## src/rtl/dual_alarm_pkg.sv

```systemverilog
// Shared types for the dual alarm block.
// Assumes BCD time fields fit in 7 bits; bit 7 of a field register is its enable.
package dual_alarm_pkg;
    localparam int NFIELD = 5;       // sec, min, hour, date, month
    localparam int EN_BIT = 7;
    typedef logic [7:0] fld_t;
    typedef logic [6:0] bcd_t;
endpackage

```

## src/rtl/alarm_unit.sv

```systemverilog
// One alarm: NFIELD field registers at consecutive addresses from BASE, plus
// a masked comparator. Assumes cur_time index 0 is seconds.
// match is combinational and is qualified by tick/arm outside this module.
module alarm_unit
    import dual_alarm_pkg::*;
#(
    parameter int ADDR_W = 6,
    parameter int BASE   = 'h1D
) (
    input  logic                    clk,
    input  logic                    rst_n,
    input  logic                    wr_en,
    input  logic [ADDR_W-1:0]       addr,
    input  fld_t                    wdata,
    input  bcd_t [NFIELD-1:0]       cur_time,
    output fld_t [NFIELD-1:0]       fields,
    output logic                    match
);
    fld_t               fld_q [NFIELD];
    logic [NFIELD-1:0]  fld_eq;
    logic [NFIELD-1:0]  fld_en;

    for (genvar f = 0; f < NFIELD; f++) begin : g_fld
        localparam logic [ADDR_W-1:0] FADDR = ADDR_W'(BASE + f);

        // Holds one field register, written by the host at its own address.
        always_ff @(posedge clk) begin
            if (!rst_n)
                fld_q[f] <= '0;
            else if (wr_en && addr == FADDR)
                fld_q[f] <= wdata;
        end

        // Per-field compare: a disabled field always agrees.
        always_comb begin
            fld_en[f] = fld_q[f][EN_BIT];
            fld_eq[f] = !fld_en[f] || (fld_q[f][6:0] == cur_time[f]);
        end

        assign fields[f] = fld_q[f];
    end

    // An alarm with nothing enabled must never match.
    assign match = (&fld_eq) && (|fld_en);
endmodule

```

## src/rtl/irq_gen.sv

```systemverilog
// Interrupt shaper: level mode follows the status request, pulse mode
// stretches each firing to PULSE_W cycles. A new firing reloads the count.
module irq_gen #(
    parameter int PULSE_W = 4
) (
    input  logic clk,
    input  logic rst_n,
    input  logic pulse_mode,
    input  logic fire,
    input  logic level_req,
    output logic irq_n
);
    localparam int CW = $clog2(PULSE_W + 1);
    localparam logic [CW-1:0] LOAD = CW'(PULSE_W);

    logic [CW-1:0] cnt_q;

    // Pulse-length down-counter, loaded on every firing.
    always_ff @(posedge clk) begin
        if (!rst_n)
            cnt_q <= '0;
        else if (fire)
            cnt_q <= LOAD;
        else if (cnt_q != '0)
            cnt_q <= cnt_q - 1'b1;
    end

    // Output mode select.
    assign irq_n = pulse_mode ? (cnt_q == '0) : !level_req;
endmodule

```

## src/rtl/dual_alarm_irq.sv

```systemverilog
// Top of the dual alarm block: two alarm units, control and status
// registers, read mux and interrupt shaper. Assumes sec_tick lasts one cycle.
module dual_alarm_irq
    import dual_alarm_pkg::*;
#(
    parameter int ADDR_W    = 6,
    parameter int A0_BASE   = 'h1D,
    parameter int A1_BASE   = 'h23,
    parameter int CTRL_ADDR = 'h0E,
    parameter int STAT_ADDR = 'h0F,
    parameter int PULSE_W   = 4
) (
    input  logic              clk,
    input  logic              rst_n,
    input  logic              sec_tick,
    input  logic [6:0]        cur_sec,
    input  logic [6:0]        cur_min,
    input  logic [6:0]        cur_hour,
    input  logic [6:0]        cur_date,
    input  logic [6:0]        cur_month,
    input  logic              reg_wr,
    input  logic [ADDR_W-1:0] reg_addr,
    input  logic [7:0]        reg_wdata,
    output logic [7:0]        reg_rdata,
    output logic              irq_n
);
    localparam int NALM = 2;
    localparam logic [ADDR_W-1:0] CTRL_A = ADDR_W'(CTRL_ADDR);
    localparam logic [ADDR_W-1:0] STAT_A = ADDR_W'(STAT_ADDR);

    bcd_t [NFIELD-1:0]  cur_time;
    fld_t [NFIELD-1:0]  alm_fields [NALM];
    logic [NALM-1:0]    alm_match;
    logic [NALM-1:0]    hit;
    logic [NALM-1:0]    status_q;
    logic [NALM-1:0]    status_d;
    logic [NALM:0]      ctrl_q;     // [1:0] arm bits, [2] pulse mode
    logic               clr_wr;

    assign cur_time = {cur_month, cur_date, cur_hour, cur_min, cur_sec};

    for (genvar a = 0; a < NALM; a++) begin : g_alm
        alarm_unit #(
            .ADDR_W (ADDR_W),
            .BASE   (a == 0 ? A0_BASE : A1_BASE)
        ) u_alarm (
            .clk      (clk),
            .rst_n    (rst_n),
            .wr_en    (reg_wr),
            .addr     (reg_addr),
            .wdata    (reg_wdata),
            .cur_time (cur_time),
            .fields   (alm_fields[a]),
            .match    (alm_match[a])
        );
    end

    // Firing: tick-qualified, armed match.
    assign hit    = {NALM{sec_tick}} & ctrl_q[NALM-1:0] & alm_match;
    assign clr_wr = reg_wr && reg_addr == STAT_A;

    // Status next state: write-0 clears, a firing in the same cycle wins.
    always_comb begin
        for (int a = 0; a < NALM; a++)
            status_d[a] = hit[a] | (status_q[a] & !(clr_wr && !reg_wdata[a]));
    end

    // Status and control registers.
    always_ff @(posedge clk) begin
        if (!rst_n) begin
            status_q <= '0;
            ctrl_q   <= '0;
        end else begin
            status_q <= status_d;
            if (reg_wr && reg_addr == CTRL_A)
                ctrl_q <= reg_wdata[NALM:0];
        end
    end

    // Combinational read mux; unmapped addresses return zero.
    always_comb begin
        reg_rdata = '0;
        if (reg_addr == CTRL_A)
            reg_rdata = 8'(ctrl_q);
        if (reg_addr == STAT_A)
            reg_rdata = 8'(status_q);
        for (int f = 0; f < NFIELD; f++) begin
            if (reg_addr == ADDR_W'(A0_BASE + f))
                reg_rdata = alm_fields[0][f];
            if (reg_addr == ADDR_W'(A1_BASE + f))
                reg_rdata = alm_fields[1][f];
        end
    end

    irq_gen #(
        .PULSE_W (PULSE_W)
    ) u_irq (
        .clk        (clk),
        .rst_n      (rst_n),
        .pulse_mode (ctrl_q[NALM]),
        .fire       (|hit),
        .level_req  (|status_q),
        .irq_n      (irq_n)
    );
endmodule


```

## config.mk

```make
export PLATFORM = sky130hd
export DESIGN_NAME = dual_alarm_irq
export DESIGN_NICKNAME = d
export VERILOG_FILES = /design/src/rtl/dual_alarm_pkg.sv /design/src/rtl/alarm_unit.sv /design/src/rtl/irq_gen.sv /design/src/rtl/dual_alarm_irq.sv
export SDC_FILE = /design/constraint.sdc
export NUM_CORES = 1
export LEC_CHECK = 0
export BUFFER_PORTS_ARGS = -buffer_cell sky130_fd_sc_hd__buf_2
export CAP_MARGIN = 20
export CORE_MARGIN = 10
export CORE_UTILIZATION = 46
export DETAILED_ROUTE_END_ITERATION = 6
export GPL_TIMING_DRIVEN = 1
export HOLD_SLACK_MARGIN = 0.1
export PLACE_DENSITY = 0.66
export SYNTH_ARGS = -nofsm -noshare
export SYNTH_HDL_FRONTEND = slang
export SYNTH_SLANG_ARGS = --single-unit
```

## constraint.sdc

```tcl
create_clock -name clk -period 2.2 [get_ports clk]
set_input_delay 0.44 -clock clk [delete_from_list [all_inputs] [get_ports clk]]
set_output_delay 0.44 -clock clk [all_outputs]
set_load 0.005 [all_outputs]
```

After elaboration in Yosys (flattened, before gate mapping)

Memory sizes are Yosys's and may differ from the RTL's.
Cells that the tools add are included.

Memories kept: 2
Bits in registers: 8
Latch bits: 0
ROM bits: 0
Logic and storage cells: 153
Bits in writable memories: 80

Mux-type cells: 56
Bitwise gates (word level): 17
Add/subtract/negate cells: 1
Magnitude comparators: 0
$mul: 0
Eq/ne operators: 22
Divide/modulo/power cells: 0
Shift-type cells: 0
Reductions and logical operators: 51

Memories:

| name                   | depth | bits a word | read ports | clocked after memory_dff | write ports | line             | text |
|---|---|---|---|---|---|---|---|
| g_alm[0].u_alarm.fld_q | 5     | 8           | 5          | 0                        | 5           | alarm_unit.sv:19 | `fld_t fld_q [NFIELD];` |
| g_alm[1].u_alarm.fld_q | 5     | 8           | 5          | 0                        | 5           | alarm_unit.sv:19 |  |

Operators with widths:

| cell                | count |
|---|---|
| $mux 8              | 21 |
| $eq 7x7->1          | 10 |
| $eq 6x6->1 const B  | 7 |
| $mux 1              | 32 |
| $eq 6x5->1 const B  | 3 |
| $logic_and 1x1->1   | 16 |
| $logic_not 1->1     | 15 |
| $eq 6x4->1 const B  | 2 |
| $or 1x1->1          | 12 |
| $logic_or 1x1->1    | 10 |
| $reduce_and 5->1    | 2 |
| $reduce_or 5->1     | 2 |
| $mux 3              | 3 |
| $and 2x2->2         | 2 |
| $reduce_or 2->1     | 2 |
| $logic_not 3->1     | 1 |
| $reduce_bool 3->1   | 1 |
| $reduce_or 3->1     | 1 |
| $sub 3x1->3 const B | 1 |
| $and 1x1->1         | 2 |
| $reduce_bool 2->1   | 1 |
| $not 1->1           | 1 |

Depth between registers and ports, before layout

Depth in word-level cells: 13
Mapped depth: 8

Hierarchy

A second synthesis with hierarchy kept.

Cell total of the unflattened synthesis: 468
Area, all modules: 5152.4 um2

Modules (own cells, without submodules):

| module                        | sequential area each (um2) | cells an instance | times used | area an instance (um2) |
|---|---|---|---|---|
| alarm_unit (g_alm[1].u_alarm) | 1201.2                     | 146               | 1          | 1985.7 |
| alarm_unit (g_alm[0].u_alarm) | 1201.2                     | 159               | 1          | 1966.9 |
| dual_alarm_irq                | 100.1                      | 145               | 1          | 1024.7 |
| irq_gen                       | 60.1                       | 18                | 1          | 175.2 |

Worst setup path after synthesis

Ideal clock, no wire load.

Path kind: input to output
Start point: in reg_addr[2]
End point: out reg_rdata[3]
Stages on the path: 7
Data required time: 1760 ps
Arrival time: 1664 ps
Path slack: 96 ps
Cell sequence: and4b_4 -> and2_4 -> buf_6 -> a22o_1 -> a2111oi_2 -> o21a_1 -> o21ai_1

Longest elaborated chain between the ends: 11
Elaborated cells on any way between the ends: 20
Those cells by class: eq/ne: 10; mux: 10

RTL lines:

| element     | line                 | text |
|---|---|---|
| from (decl) | dual_alarm_irq.sv:22 | `input logic [ADDR_W-1:0] reg_addr,` |
| $eq 6x5->1  | dual_alarm_irq.sv:88 | `if (reg_addr == ADDR_W'(A0_BASE + f))` |
| $mux 8      | dual_alarm_irq.sv:88 |  |
| $mux 8      | dual_alarm_irq.sv:90 | `if (reg_addr == ADDR_W'(A1_BASE + f))` |
| $mux 8      | dual_alarm_irq.sv:88 |  |
| $mux 8      | dual_alarm_irq.sv:90 |  |
| $mux 8      | dual_alarm_irq.sv:88 |  |
| $mux 8      | dual_alarm_irq.sv:90 |  |
| $mux 8      | dual_alarm_irq.sv:88 |  |
| $mux 8      | dual_alarm_irq.sv:90 |  |
| $mux 8      | dual_alarm_irq.sv:88 |  |
| $mux 8 (*)  | dual_alarm_irq.sv:90 |  |
| to (decl)   | dual_alarm_irq.sv:24 | `output logic [7:0] reg_rdata,` |

Every way passes the cells marked *; elsewhere a longest branch is shown, timed or not.

Worst setup path in the final report

Start point: in reg_addr[4]
End point: out reg_rdata[1]

Longest elaborated chain between the ends: 13
Elaborated cells on any way between the ends: 24
Those cells by class: eq/ne: 12; mux: 12

RTL lines:

| element    | line                 | text |
|---|---|---|
| $eq 6x4->1 | dual_alarm_irq.sv:83 | `if (reg_addr == CTRL_A)` |
| $mux 3     | dual_alarm_irq.sv:83 |  |
| $mux 8     | dual_alarm_irq.sv:85 | `if (reg_addr == STAT_A)` |
| $mux 8     | dual_alarm_irq.sv:88 |  |
| $mux 8     | dual_alarm_irq.sv:90 |  |
| $mux 8     | dual_alarm_irq.sv:88 |  |
| $mux 8     | dual_alarm_irq.sv:90 |  |
| $mux 8     | dual_alarm_irq.sv:88 |  |
| $mux 8     | dual_alarm_irq.sv:90 |  |
| $mux 8     | dual_alarm_irq.sv:88 |  |
| $mux 8     | dual_alarm_irq.sv:90 |  |
| $mux 8     | dual_alarm_irq.sv:88 |  |
| $mux 8 (*) | dual_alarm_irq.sv:90 |  |

Marked as above.

==> results.cfg <==
[status]
status = finished with violations
violations = setup timing

[global_route]
grt_pass1_vias = 4121
grt_start_max_net_pins = 43
antenna_found_initial = 0
gr-total-overflow = 0
grt_pass1_wl_mm = 23.43
grt_usage_pct = 20.36

[route]
num_vias = 4041
ant_nets = 0
first_pass_iters = 4
via_per_inst = 5.987
drtIter0Drc = 432
finalWirelength_mm = 15.55
post_drt_wl_per_cell_um = 23.03
drc = 0

[synthesis]
synth-seq-cells = 88
yosysSeqAreaShare_pct = 51.37
syn_avg_cell_area_sq_um = 10.99
synth_ff_type = edfxtp_1
yosys_warnings = 0
synth-simple-area-share_pct = 20.44
synth_top_family_by_area = simple AND/OR/NAND/NOR gates
synth_xor_area_share_pct = 12.47
synthAdderAreaFrac_pct = 0.5016
synthCells = 454
async_flop_share_pct = 0
synth_nets = 509
ys_types = 47
synth_edf_count = 80
synth-compound-area-share_pct = 11.11
muxShareOfSynthArea_pct = 0.8277
synth_area_sq_um = 4989

[floorplan]
row_count = 37
core-area_sq_um = 10460
fp.dieW_um = 124.1
dieArea_sq_um = 15410
die_height_um = 124.1
io_pins = 62
initial_core_util_pct = 47.68

[setup_path]
reg2reg_setup_slack_ps = 180
r2r-end = u_irq.cnt_q[2]$_SDFFE_PN0P_
crit_fanout = 4
arrival_ps = 1910
reg2reg_depth = 6
critPathCaptureType = output pin
cp-startpoint = reg_addr[4]
crit_end = reg_rdata[1]
start_kind = input pin
crit_type = in2out
worstPathRequired_ps = 1760
r2r-start = g_alm[1].u_alarm.fld_q[2][2]$_SDFFCE_PN0P_

[flow_run]
cap_violations = 0

[layout]
layout_common_cells = and3_1, edfxtp_1, buf_2
final_cells = 675
antennaDiodeCount = 0
drive_gt1_share_pct = 28.57
syn_to_final_growth_pct = 22.42
nNetsFinal = 589
final_common_cell = and3_1
final_design_area_no_fill_sq_um = 6107

[power_and_ir_drop]
ir_drop_v = 0.0004271
p_total_uw = 3731
powerDensity_nw_per_um2 = 611.0
p_leak_uw = 0.002568

[clock_tree]
cts_buffer_depth = 2
clock_latency_ps = 380
cts_buffers = 9
cts_root_buf = clkbuf_8
cts.sink_count = 88
clk_pin_slew_ps = 90
h-tree-depth = 3
cts_tree = built

[sta]
tightest_slew_ps = 542.8
period_share_pct = 106.7
tns_ps = -941.3
skew_ps = 10.39
setup_viol = 8
fin_ws_ps = -148.0
layout_min_cycle_time_ps = 2348
maxSlewViolCount = 0
rsz0062_at_grt = yes
hold_viol = 0
maxSlewHeadroom_pct = 63.34
clock.fmax_mhz = 425.9

[placed_design]
portBuffers = 61
place_inst = 654
gp_congestion = 0.9859
dpl.hpwl_mm = 11.59
place_area_sq_um = 5644

[worst_hold_path]
hold_depth = 3
min_path_type = in2reg
metal layers:
metal  routed length, um  track usage [%]
met1                6374            25.65
met2                7332            32.38
met3                1428            5.249
met4                 410            8.849
met5                   0                0
cell usage after synthesis (2+ instances only):
master | instances | area (sq um)
buf_2 | 8 | 40.04
o21ai_0 | 7 | 35.03
a21oi_1 | 6 | 30.03
a221oi_1 | 4 | 35.03
edfxtp_1 | 80 | 2402
a22o_1 | 4 | 35.03
nand3_1 | 4 | 20.02
nand2_1 | 43 | 161.4
a221o_1 | 3 | 30.03
o22ai_1 | 6 | 37.54
mux2i_1 | 3 | 30.03
xnor2_1 | 44 | 385.4
o221ai_1 | 2 | 17.52
nor2b_1 | 5 | 31.28
dfxtp_1 | 8 | 160.2
nor2_1 | 8 | 30.03
a2111oi_0 | 2 | 17.52
ha_1 | 2 | 25.02
buf_6 | 2 | 22.52
o21a_1 | 7 | 52.55
inv_1 | 2 | 7.510
nand4_1 | 13 | 81.33
a22oi_1 | 9 | 67.56
nor3_1 | 2 | 10.01
a2111oi_2 | 2 | 30.03
o41ai_1 | 9 | 78.83
o21ai_1 | 3 | 15.01
a222oi_1 | 2 | 20.02
xor2_1 | 27 | 236.5
and2_1 | 11 | 68.82
a31oi_1 | 3 | 18.77
and3_1 | 85 | 531.8
clkbuf_1 | 24 | 90.09
layout make-up:
cell class                 instances  area [sq um]
multi-input combinational        329          2457
inverter                           2         7.507
timing repair buffer             104         721.9
clock buffer                      10         127.6
clock inverter                     6         60.06
tap                              136         170.2
sequential                        88          2562
fill                             906          4355
through the flow:
step           util (%)  hold WS (ps)  worst slack [ps]
2_1_floorplan         -         499.7             95.95
3_3_place_gp      53.95         543.6            -337.0
3_5_place_dp      53.95         555.0            -398.8
4_1_cts           57.69         410.0            -131.6
5_1_grt           58.37         418.7            -211.4
6_report          58.37         425.4            -148.0
power breakdown:
group	switching (uW)	total, uW	internal (uW)
clock network	600	1120	520
registers	102	2030	1930
logic	318	581	263
timing repair:
item	CTS	global route
hold buffers	0	0
endpoints found under the setup margin	8	12
pin swaps	21	9
setup buffers	4	1
resized for setup	42	17
worst min path at each step:
stage,startpoint,end,slack (ps)
final,rst_n,u_irq.cnt_q[1]$_SDFFE_PP0N_,430
after floorplan,ctrl_q[0]$_SDFFE_PN0P_,ctrl_q[0]$_SDFFE_PN0P_,500
after global placement,u_irq.cnt_q[0]$_SDFFE_PP0N_,u_irq.cnt_q[0]$_SDFFE_PP0N_,540
after CTS,rst_n,u_irq.cnt_q[0]$_SDFFE_PP0N_,410
after detailed placement,u_irq.cnt_q[0]$_SDFFE_PP0N_,u_irq.cnt_q[0]$_SDFFE_PP0N_,550
after global routing,rst_n,u_irq.cnt_q[2]$_SDFFE_PN0P_,420
critical path, stage by stage:
cell and delay [ps]:
buf_8 100, and4b_4 220, and2_4 180, buf_6 120, a222oi_1 320, a21oi_1 140, o22ai_1 180, nand2_1 70
buf_2 130
flip-flops by register name, indices dropped and copies added, names as in the netlist:
| name | cells |
|---|---|
| u_irq.cnt_q | 3 |
| g_alm.u_alarm.fld_q | 80 |
| ctrl_q | 3 |
| status_q | 2 |
cells by family after synthesis:
logic type / Yosys count
mux: 4
fa+ha+maj: 2
xor+xnor: 71
buf+inv: 37
compound gates: 73
flops: 88
simple gates: 179
Note: power is estimated with default switching activity, not from simulation.
